==> config.mk <==
export PLATFORM = sky130hd
export DESIGN_NAME = hp_slot_ctrl
export DESIGN_NICKNAME = d
export VERILOG_FILES = /design/src/rtl/hp_pkg.sv /design/src/rtl/hp_lowbit.sv /design/src/rtl/hp_slot_bank.sv /design/src/rtl/hp_regif.sv /design/src/rtl/hp_slot_ctrl.sv
export SDC_FILE = /design/constraint.sdc
export NUM_CORES = 1
export LEC_CHECK = 0
export ABC_AREA = 1
export BUFFER_PORTS_ARGS = -buffer_cell sky130_fd_sc_hd__clkbuf_2
export CORE_AREA = 4 4 133 135
export CTS_CLUSTER_SIZE = 30
export DETAILED_ROUTE_END_ITERATION = 7
export DIE_AREA = 0 0 137 139
export GPL_ROUTABILITY_DRIVEN = 0
export PLACE_DENSITY = 0.85
export SYNTH_ARGS = -nofsm -noshare
export SYNTH_HDL_FRONTEND = slang
export SYNTH_HIERARCHICAL = 1
export SYNTH_SLANG_ARGS = --single-unit
==> constraint.sdc <==
create_clock -name clk -period 5.5 [get_ports clk]
set_input_delay 0 -clock clk [delete_from_list [all_inputs] [get_ports clk]]
set_output_delay 0 -clock clk [all_outputs]
set_load 0.01 [all_outputs]
==> src/rtl/hp_pkg.sv <==
package hp_pkg;
  localparam int WIN_AW = 4;
  localparam int BUS_DW = 32;
  // word index (byte offset / 4) of each register
  localparam logic [1:0] WIDX_UP   = 2'd0;
  localparam logic [1:0] WIDX_DOWN = 2'd1;
  localparam logic [1:0] WIDX_EJ   = 2'd2;
  localparam logic [1:0] WIDX_RMV  = 2'd3;

  typedef enum logic [1:0] {
    ST_IDLE    = 2'd0,
    ST_FLUSH   = 2'd1,
    ST_REBUILD = 2'd2
  } hp_state_e;
endpackage

==> src/rtl/hp_lowbit.sv <==
module hp_lowbit #(
  parameter int W = 32
) (
  input  logic [W-1:0] vec_i,
  output logic [W-1:0] low_o
);
  // isolate the least significant set bit; zero stays zero
  assign low_o = vec_i & (~vec_i + {{(W-1){1'b0}}, 1'b1});
endmodule

==> src/rtl/hp_slot_bank.sv <==
module hp_slot_bank #(
  parameter int NSLOT = 32
) (
  input  logic             clk,
  input  logic             rst_n,
  input  logic [NSLOT-1:0] add_i,
  input  logic [NSLOT-1:0] rm_i,
  input  logic [NSLOT-1:0] cold_i,
  input  logic [NSLOT-1:0] ej_i,
  input  logic             hpen_load_i,
  input  logic [NSLOT-1:0] nonrem_i,
  output logic [NSLOT-1:0] present_o,
  output logic [NSLOT-1:0] pending_o,
  output logic [NSLOT-1:0] hpen_o
);
  for (genvar s = 0; s < NSLOT; s++) begin : g_slot
    always_ff @(posedge clk or negedge rst_n) begin
      if (!rst_n) begin
        present_o[s] <= 1'b0;
        pending_o[s] <= 1'b0;
        hpen_o[s]    <= 1'b0;
      end else begin
        // a new arrival wins over a same-cycle eject
        present_o[s] <= add_i[s] | cold_i[s] |
                        (present_o[s] & ~(ej_i[s] & hpen_o[s]));
        // a new removal request wins over a same-cycle eject
        pending_o[s] <= rm_i[s] | (pending_o[s] & ~ej_i[s]);
        if (hpen_load_i) hpen_o[s] <= ~nonrem_i[s];
      end
    end
  end
endmodule

==> src/rtl/hp_regif.sv <==
module hp_regif #(
  parameter int NSLOT = 32
) (
  input  logic                      clk,
  input  logic                      rst_n,
  input  logic                      bus_sel,
  input  logic                      bus_wr,
  input  logic [hp_pkg::WIN_AW-1:0] bus_addr,
  input  logic [3:0]                bus_be,
  input  logic [hp_pkg::BUS_DW-1:0] bus_wdata,
  input  logic [NSLOT-1:0]          present_i,
  input  logic [NSLOT-1:0]          pending_i,
  input  logic [NSLOT-1:0]          hpen_i,
  output logic [hp_pkg::BUS_DW-1:0] rd_data,
  output logic                      rd_valid,
  output logic                      ej_wr_o,
  output logic [NSLOT-1:0]          ej_mask_o
);
  import hp_pkg::*;

  logic             full_word;
  logic [1:0]       widx;
  logic [BUS_DW-1:0] rd_next;

  assign full_word = (bus_be == 4'hF) && (bus_addr[1:0] == 2'b00);
  assign widx      = bus_addr[3:2];
  assign ej_wr_o   = bus_sel && bus_wr && full_word && (widx == WIDX_EJ);
  assign ej_mask_o = bus_wdata[NSLOT-1:0];

  always_comb begin
    rd_next = '0;
    if (full_word) begin
      unique case (widx)
        WIDX_UP:   rd_next[NSLOT-1:0] = present_i & hpen_i;
        WIDX_DOWN: rd_next[NSLOT-1:0] = pending_i;
        WIDX_EJ:   rd_next = '0;
        WIDX_RMV:  rd_next[NSLOT-1:0] = hpen_i;
        default:   rd_next = '0;
      endcase
    end
  end

  always_ff @(posedge clk or negedge rst_n) begin
    if (!rst_n) begin
      rd_valid <= 1'b0;
      rd_data  <= '0;
    end else begin
      rd_valid <= bus_sel && !bus_wr;
      if (bus_sel && !bus_wr) rd_data <= rd_next;
    end
  end
endmodule

==> src/rtl/hp_slot_ctrl.sv <==
module hp_slot_ctrl #(
  parameter int NSLOT = 32
) (
  input  logic        clk,
  input  logic        rst_n,
  input  logic        soft_rst,
  input  logic [31:0] hot_add,
  input  logic [31:0] hot_rm,
  input  logic [31:0] cold_plug,
  input  logic [31:0] non_removable,
  input  logic        bus_sel,
  input  logic        bus_wr,
  input  logic [3:0]  bus_addr,
  input  logic [3:0]  bus_be,
  input  logic [31:0] bus_wdata,
  output logic [31:0] rd_data,
  output logic        rd_valid,
  output logic [31:0] eject_o,
  output logic        gpe_hp_o
);
  import hp_pkg::*;

  hp_state_e        state_q;
  logic [NSLOT-1:0] present_q, pending_q, hpen_q;
  logic [NSLOT-1:0] low_in, eject_sel, ej_mask;
  logic             ej_wr, busy, hpen_load;
  logic [NSLOT-1:0] add_m, rm_m, cold_m, nonrem_m;

  assign add_m    = hot_add[NSLOT-1:0];
  assign rm_m     = hot_rm[NSLOT-1:0];
  assign cold_m   = cold_plug[NSLOT-1:0];
  assign nonrem_m = non_removable[NSLOT-1:0];

  hp_regif #(.NSLOT(NSLOT)) u_regif (
    .clk(clk), .rst_n(rst_n),
    .bus_sel(bus_sel), .bus_wr(bus_wr), .bus_addr(bus_addr),
    .bus_be(bus_be), .bus_wdata(bus_wdata),
    .present_i(present_q), .pending_i(pending_q), .hpen_i(hpen_q),
    .rd_data(rd_data), .rd_valid(rd_valid),
    .ej_wr_o(ej_wr), .ej_mask_o(ej_mask)
  );

  // source of the eject candidate: flush walks the pending map,
  // idle serves a firmware write
  always_comb begin
    unique case (state_q)
      ST_FLUSH: low_in = pending_q;
      ST_IDLE:  low_in = ej_wr ? ej_mask : '0;
      default:  low_in = '0;
    endcase
  end

  hp_lowbit #(.W(NSLOT)) u_low (.vec_i(low_in), .low_o(eject_sel));

  assign busy      = (state_q != ST_IDLE);
  assign hpen_load = (state_q == ST_REBUILD);

  hp_slot_bank #(.NSLOT(NSLOT)) u_bank (
    .clk(clk), .rst_n(rst_n),
    .add_i(add_m), .rm_i(rm_m), .cold_i(cold_m), .ej_i(eject_sel),
    .hpen_load_i(hpen_load), .nonrem_i(nonrem_m),
    .present_o(present_q), .pending_o(pending_q), .hpen_o(hpen_q)
  );

  always_ff @(posedge clk or negedge rst_n) begin
    if (!rst_n) begin
      state_q <= ST_FLUSH;
    end else if (soft_rst) begin
      state_q <= ST_FLUSH;
    end else begin
      unique case (state_q)
        ST_FLUSH:   if (pending_q == '0) state_q <= ST_REBUILD;
        ST_REBUILD: state_q <= ST_IDLE;
        default:    state_q <= ST_IDLE;
      endcase
    end
  end

  logic [31:0] eject_next;
  always_comb begin
    eject_next = '0;
    eject_next[NSLOT-1:0] = eject_sel;
  end

  always_ff @(posedge clk or negedge rst_n) begin
    if (!rst_n) begin
      eject_o  <= '0;
      gpe_hp_o <= 1'b0;
    end else begin
      eject_o  <= eject_next;
      gpe_hp_o <= |(add_m | rm_m);
    end
  end
endmodule

==> summary.md <==
| Metric | Value |
|---|---|
| Result of the run | complete, no violations |
| Total number of vias | 9287 |
| CP Launch Type | register |
| Min Tclk post-route | 2.85 ns |
| Worst hold-check path type | primary input to register |
| Endpoint type of the worst setup path | register |
| Final slew viol count | 0 |
| Number of setup violations in the final report | 0 |
| Sum of internal, switching and leakage power | 0.00280 W |
| Area share of fa/ha/maj cells after synthesis | 0% |
| XOR/XNOR Fraction of Synth Area | 0% |
| Std cell rows | 47 |
| HPWL after detailed placement | 18.6 mm |
| Combinational share of power | 10.0% |
| Antenna-violating nets left | 0 |
| Synth top area share | 46.8% |
| Via count of the first global-routing pass | 9450 |
| Worst endpoint data arrival time | 3.17 ns |
| Fill cell count | 1199 |
| Global-route wire length before repair | 46.5 mm |
| Number of resized instances in the post-cts repair step | 0 |
| First DRT Iteration DRCs | 1064 |
| Most area-hungry cell type in the Yosys netlist | sky130_fd_sc_hd__dfrtp_1 |
| Clock tree from TritonCTS | built |
| Total of max-cap violations | 0 |
| Master cell of the clock root buffer | sky130_fd_sc_hd__clkbuf_16 |
| Main combinational cell family by area after synthesis | simple AND/OR/NAND/NOR gates |
| Cell Area, Synth | 0.00872 mm2 |
| Static Leak | 6.61 nW |
| Die width | 137 um |
| Worst-case headroom to the max-slew limit | 20.0% |
| Maximum resistive drop on vdd | 0.222 mV |
| Ys flop type | sky130_fd_sc_hd__dfrtp_1 |
| Crit path kind | register to register |
| Clock sink total | 164 |
| Cell types with the largest area share after synthesis | sky130_fd_sc_hd__dfrtp_1, sky130_fd_sc_hd__nand2_1, sky130_fd_sc_hd__nor2_1, sky130_fd_sc_hd__inv_1, sky130_fd_sc_hd__o21bai_1 |
| Average wire per cell in the routed design | 16.8 um |
| Post-synthesis sequential area ratio | 47.1% |
| CTS HTree Levels | 4 |
| Post-synthesis cell type count | 29 |
| Post-Syn Instances | 1196 |
| Internal power | 0.00216 W |
| Vertical die dimension | 139 um |
| Count of boundary I/O pins | 239 |
| Antenna violations before repair | 1 |
| Share of post-route cells with drive strength above 1 | 19.7% |
| Proportion of synthesized area in mux cells | 0% |
| WL final | 29.6 mm |
| Clock buffers created by TritonCTS | 17 |
| Post-route cell area | 0.0118 mm2 |
| Clock network power share | 46.5% |
| Placed cell area | 0.00971 mm2 |
| Mean cell area of the mapped netlist | 7.29 um2 |
| Complex-gate fraction of the synthesized area | 6.66% |
| Peak Freq | 0.350 GHz |
| Number of warning messages in the yosys log | 6 |
| Clock latency on the worst-skew pair | 0.43 ns |
| Area enclosed by the die boundary | 0.0190 mm2 |
| Setup TNS after final layout | 0 ns |
| Number of flops mapped to enable cells by yosys | 0 |
| Net switching power | 0.000639 W |
| Measured slew at the worst slew-check pin | 1.20 ns |
| Detailed-route vias per instance | 5.28 |
| Area share of and/or/nand/nor cells after synthesis | 35.3% |
| Postcts setup bufs | 0 |
| Fraction of the cycle the final worst path needs | 51.9% |
| Standard cell core area | 0.0165 mm2 |
| Final number of hold-violating endpoints | 0 |
| Fraction of power spent switching nets | 22.8% |
| Cell Pwr Density | 238 mW/mm2 |
| Count of unresolved DRC violations after routing | 0 |
| CP max FO | 32 |
| Required @ worst endpoint | 5.82 ns |
| CTS clk-pin slew, worst paths | 0.06 ns |
| DRT Pass-1 Iters | 6 |
| Buffers on Ports | 238 |
| Post-synthesis sequential element count | 164 |
| Maximum number of pins on one net before global-route repair | 95 |
| RSZ-0062 raised after global routing | no |
| Sequential cell fraction of total power | 43.5% |
| Maximum number of buffers from clock root to sink | 2 |
| Net count, final | 1698 |
| Clock tree skew after final layout | 0.00941 ns |
| Total global routing track utilization | 31.2% |
| Share of flip-flops with an asynchronous set or reset after synthesis | 100% |
| Overflow left after global routing | 0 |
| Initial Util | 53.0% |
| Net count after synthesis | 1369 |
| Area Overhead vs Synth | 34.8% |
## state kept, by name, summed over array words and instances (netlist names)
register          count
eject_o              32
gpe_hp_o              1
state_q               2
u_bank/hpen_o        32
u_bank/pending_o     32
u_bank/present_o     32
u_regif/rd_data      32
u_regif/rd_valid      1
## layout make-up
class / count / area [um2] / share of cell area (%)
antenna: 1 / 2.50 / 0.0213
clock buffer: 21 / 480 / 4.09
clock inverter: 11 / 173 / 1.47
inverter: 113 / 432 / 3.67
multi-input combinational: 847 / 3670 / 31.2
sequential: 164 / 4110 / 34.9
tap: 220 / 275 / 2.34
timing repair buffer: 382 / 2630 / 22.3
## worst max-delay path, cell delays in order, from the launching register on
cell and delay (ns):
sky130_fd_sc_hd__dfstp_2 0.56, sky130_fd_sc_hd__inv_2 0.05, sky130_fd_sc_hd__nand2_1 0.63, sky130_fd_sc_hd__o21ai_0 0.34, sky130_fd_sc_hd__nor2_1 0.31, sky130_fd_sc_hd__nand3_1 0.13
sky130_fd_sc_hd__or2_0 0.23, sky130_fd_sc_hd__nor2_1 0.29, sky130_fd_sc_hd__nand2_1 0.09, sky130_fd_sc_hd__nand2_1 0.06, sky130_fd_sc_hd__nand2_1 0.04
## metal layers
metal	up-vias	part of all wire, %	wire [um]	track usage [%]
li1	4298	-	-	-
met1	4272	38	11100	37.5
met2	566	47	13900	50.0
met3	151	9.8	2920	7.58
met4	0	5.6	1660	19.2
met5	-	0	0	0
## stage by stage
stage	setup WS, ns	utilization [%]	hold slack (ns)	cells
after floorplan	3.60	-	-0.296	1196
after detailed placement	2.54	59.0	0.127	1587
after global routing	2.35	71.4	0.0521	1759
after global placement	2.70	59.0	0.135	1587
after CTS	2.69	71.4	0.00220	1758
final	2.65	71.4	0.0144	1759
## worst paths after layout
check,cells past startpoint,to,slack [ns],from
setup / recovery,10,u_bank/present_o[24]$_DFF_PN0_,2.65,state_q[0]$_DFFE_PN1P_
setup reg to reg,10,u_bank/present_o[24]$_DFF_PN0_,2.65,state_q[0]$_DFFE_PN1P_
hold / removal,5,eject_o[17]$_DFF_PN0_,0.01,bus_wdata[17]
max in group asynchronous,3,u_bank/hpen_o[20]$_DFFE_PN0P_,3.88,rst_n
min in group asynchronous,2,eject_o[6]$_DFF_PN0_,0.21,rst_n
hold reg to reg,2,u_bank/present_o[1]$_DFF_PN0_,0.47,u_bank/present_o[1]$_DFF_PN0_
## logic make-up (layout without fill, tap and decap cells)
| kind of cell | count (synthesis) | after routing |
|---|---|---|
| AOI/OAI and AO/OA | 95 | 95 |
| and+or+nand+nor | 752 | 752 |
| buffers and inverters | 185 | 527 |
| other | 0 | 1 |
| DFF | 164 | 164 |
## power groups by stage
stage / clock, W / combinational, W / sequential (W)
2_1_floorplan: 0 / 0.0000927 / 0.00124
6_report: 0.00130 / 0.000281 / 0.00122
3_3_place_gp: 0 / 0.000191 / 0.00124
5_1_grt: 0.00136 / 0.000305 / 0.00122
4_1_cts: 0.00131 / 0.000271 / 0.00122
3_5_place_dp: 0 / 0.000194 / 0.00124
## placed cells by master (no fill, tap or decap), drive strengths merged
cell / instances
nor2: 181
nand3: 55
diode: 1
dfstp: 1
o22ai: 4
clkbuf: 258
nand2: 483
dlygate4sd3: 139
o21bai: 40
inv: 114
dfrtp: 163
nor4: 1
nand4: 2
clkinv: 5
nand3b: 23
or2: 1
clkinvlp: 1
bufinv: 4
buf: 6
nor3: 4
nor3b: 2
o21ai: 51
## cells in the mapped netlist (2+ instances only)
master,count
sky130_fd_sc_hd__nand2_1,469
sky130_fd_sc_hd__nor2_1,177
sky130_fd_sc_hd__dfrtp_1,163
sky130_fd_sc_hd__inv_1,108
sky130_fd_sc_hd__nand3_1,54
sky130_fd_sc_hd__o21bai_1,40
sky130_fd_sc_hd__buf_4,35
sky130_fd_sc_hd__o21ai_0,28
sky130_fd_sc_hd__nand3b_1,23
sky130_fd_sc_hd__o21ai_1,23
sky130_fd_sc_hd__buf_2,20
sky130_fd_sc_hd__nand2_2,14
sky130_fd_sc_hd__buf_6,9
sky130_fd_sc_hd__inv_2,4
sky130_fd_sc_hd__nor2_4,4
sky130_fd_sc_hd__o22ai_1,4
sky130_fd_sc_hd__clkbuf_1,3
sky130_fd_sc_hd__nor3_1,3
sky130_fd_sc_hd__buf_1,2
sky130_fd_sc_hd__clkbuf_8,2
sky130_fd_sc_hd__nand4_1,2
sky130_fd_sc_hd__nor3b_1,2
## what timing repair did
item                       in CTS  in global routing
hold buffers                  139                  0
hold endpoints to repair      196                  0
setup endpoints to repair       0                  0
Note: power is estimated with default switching activity, not from simulation.
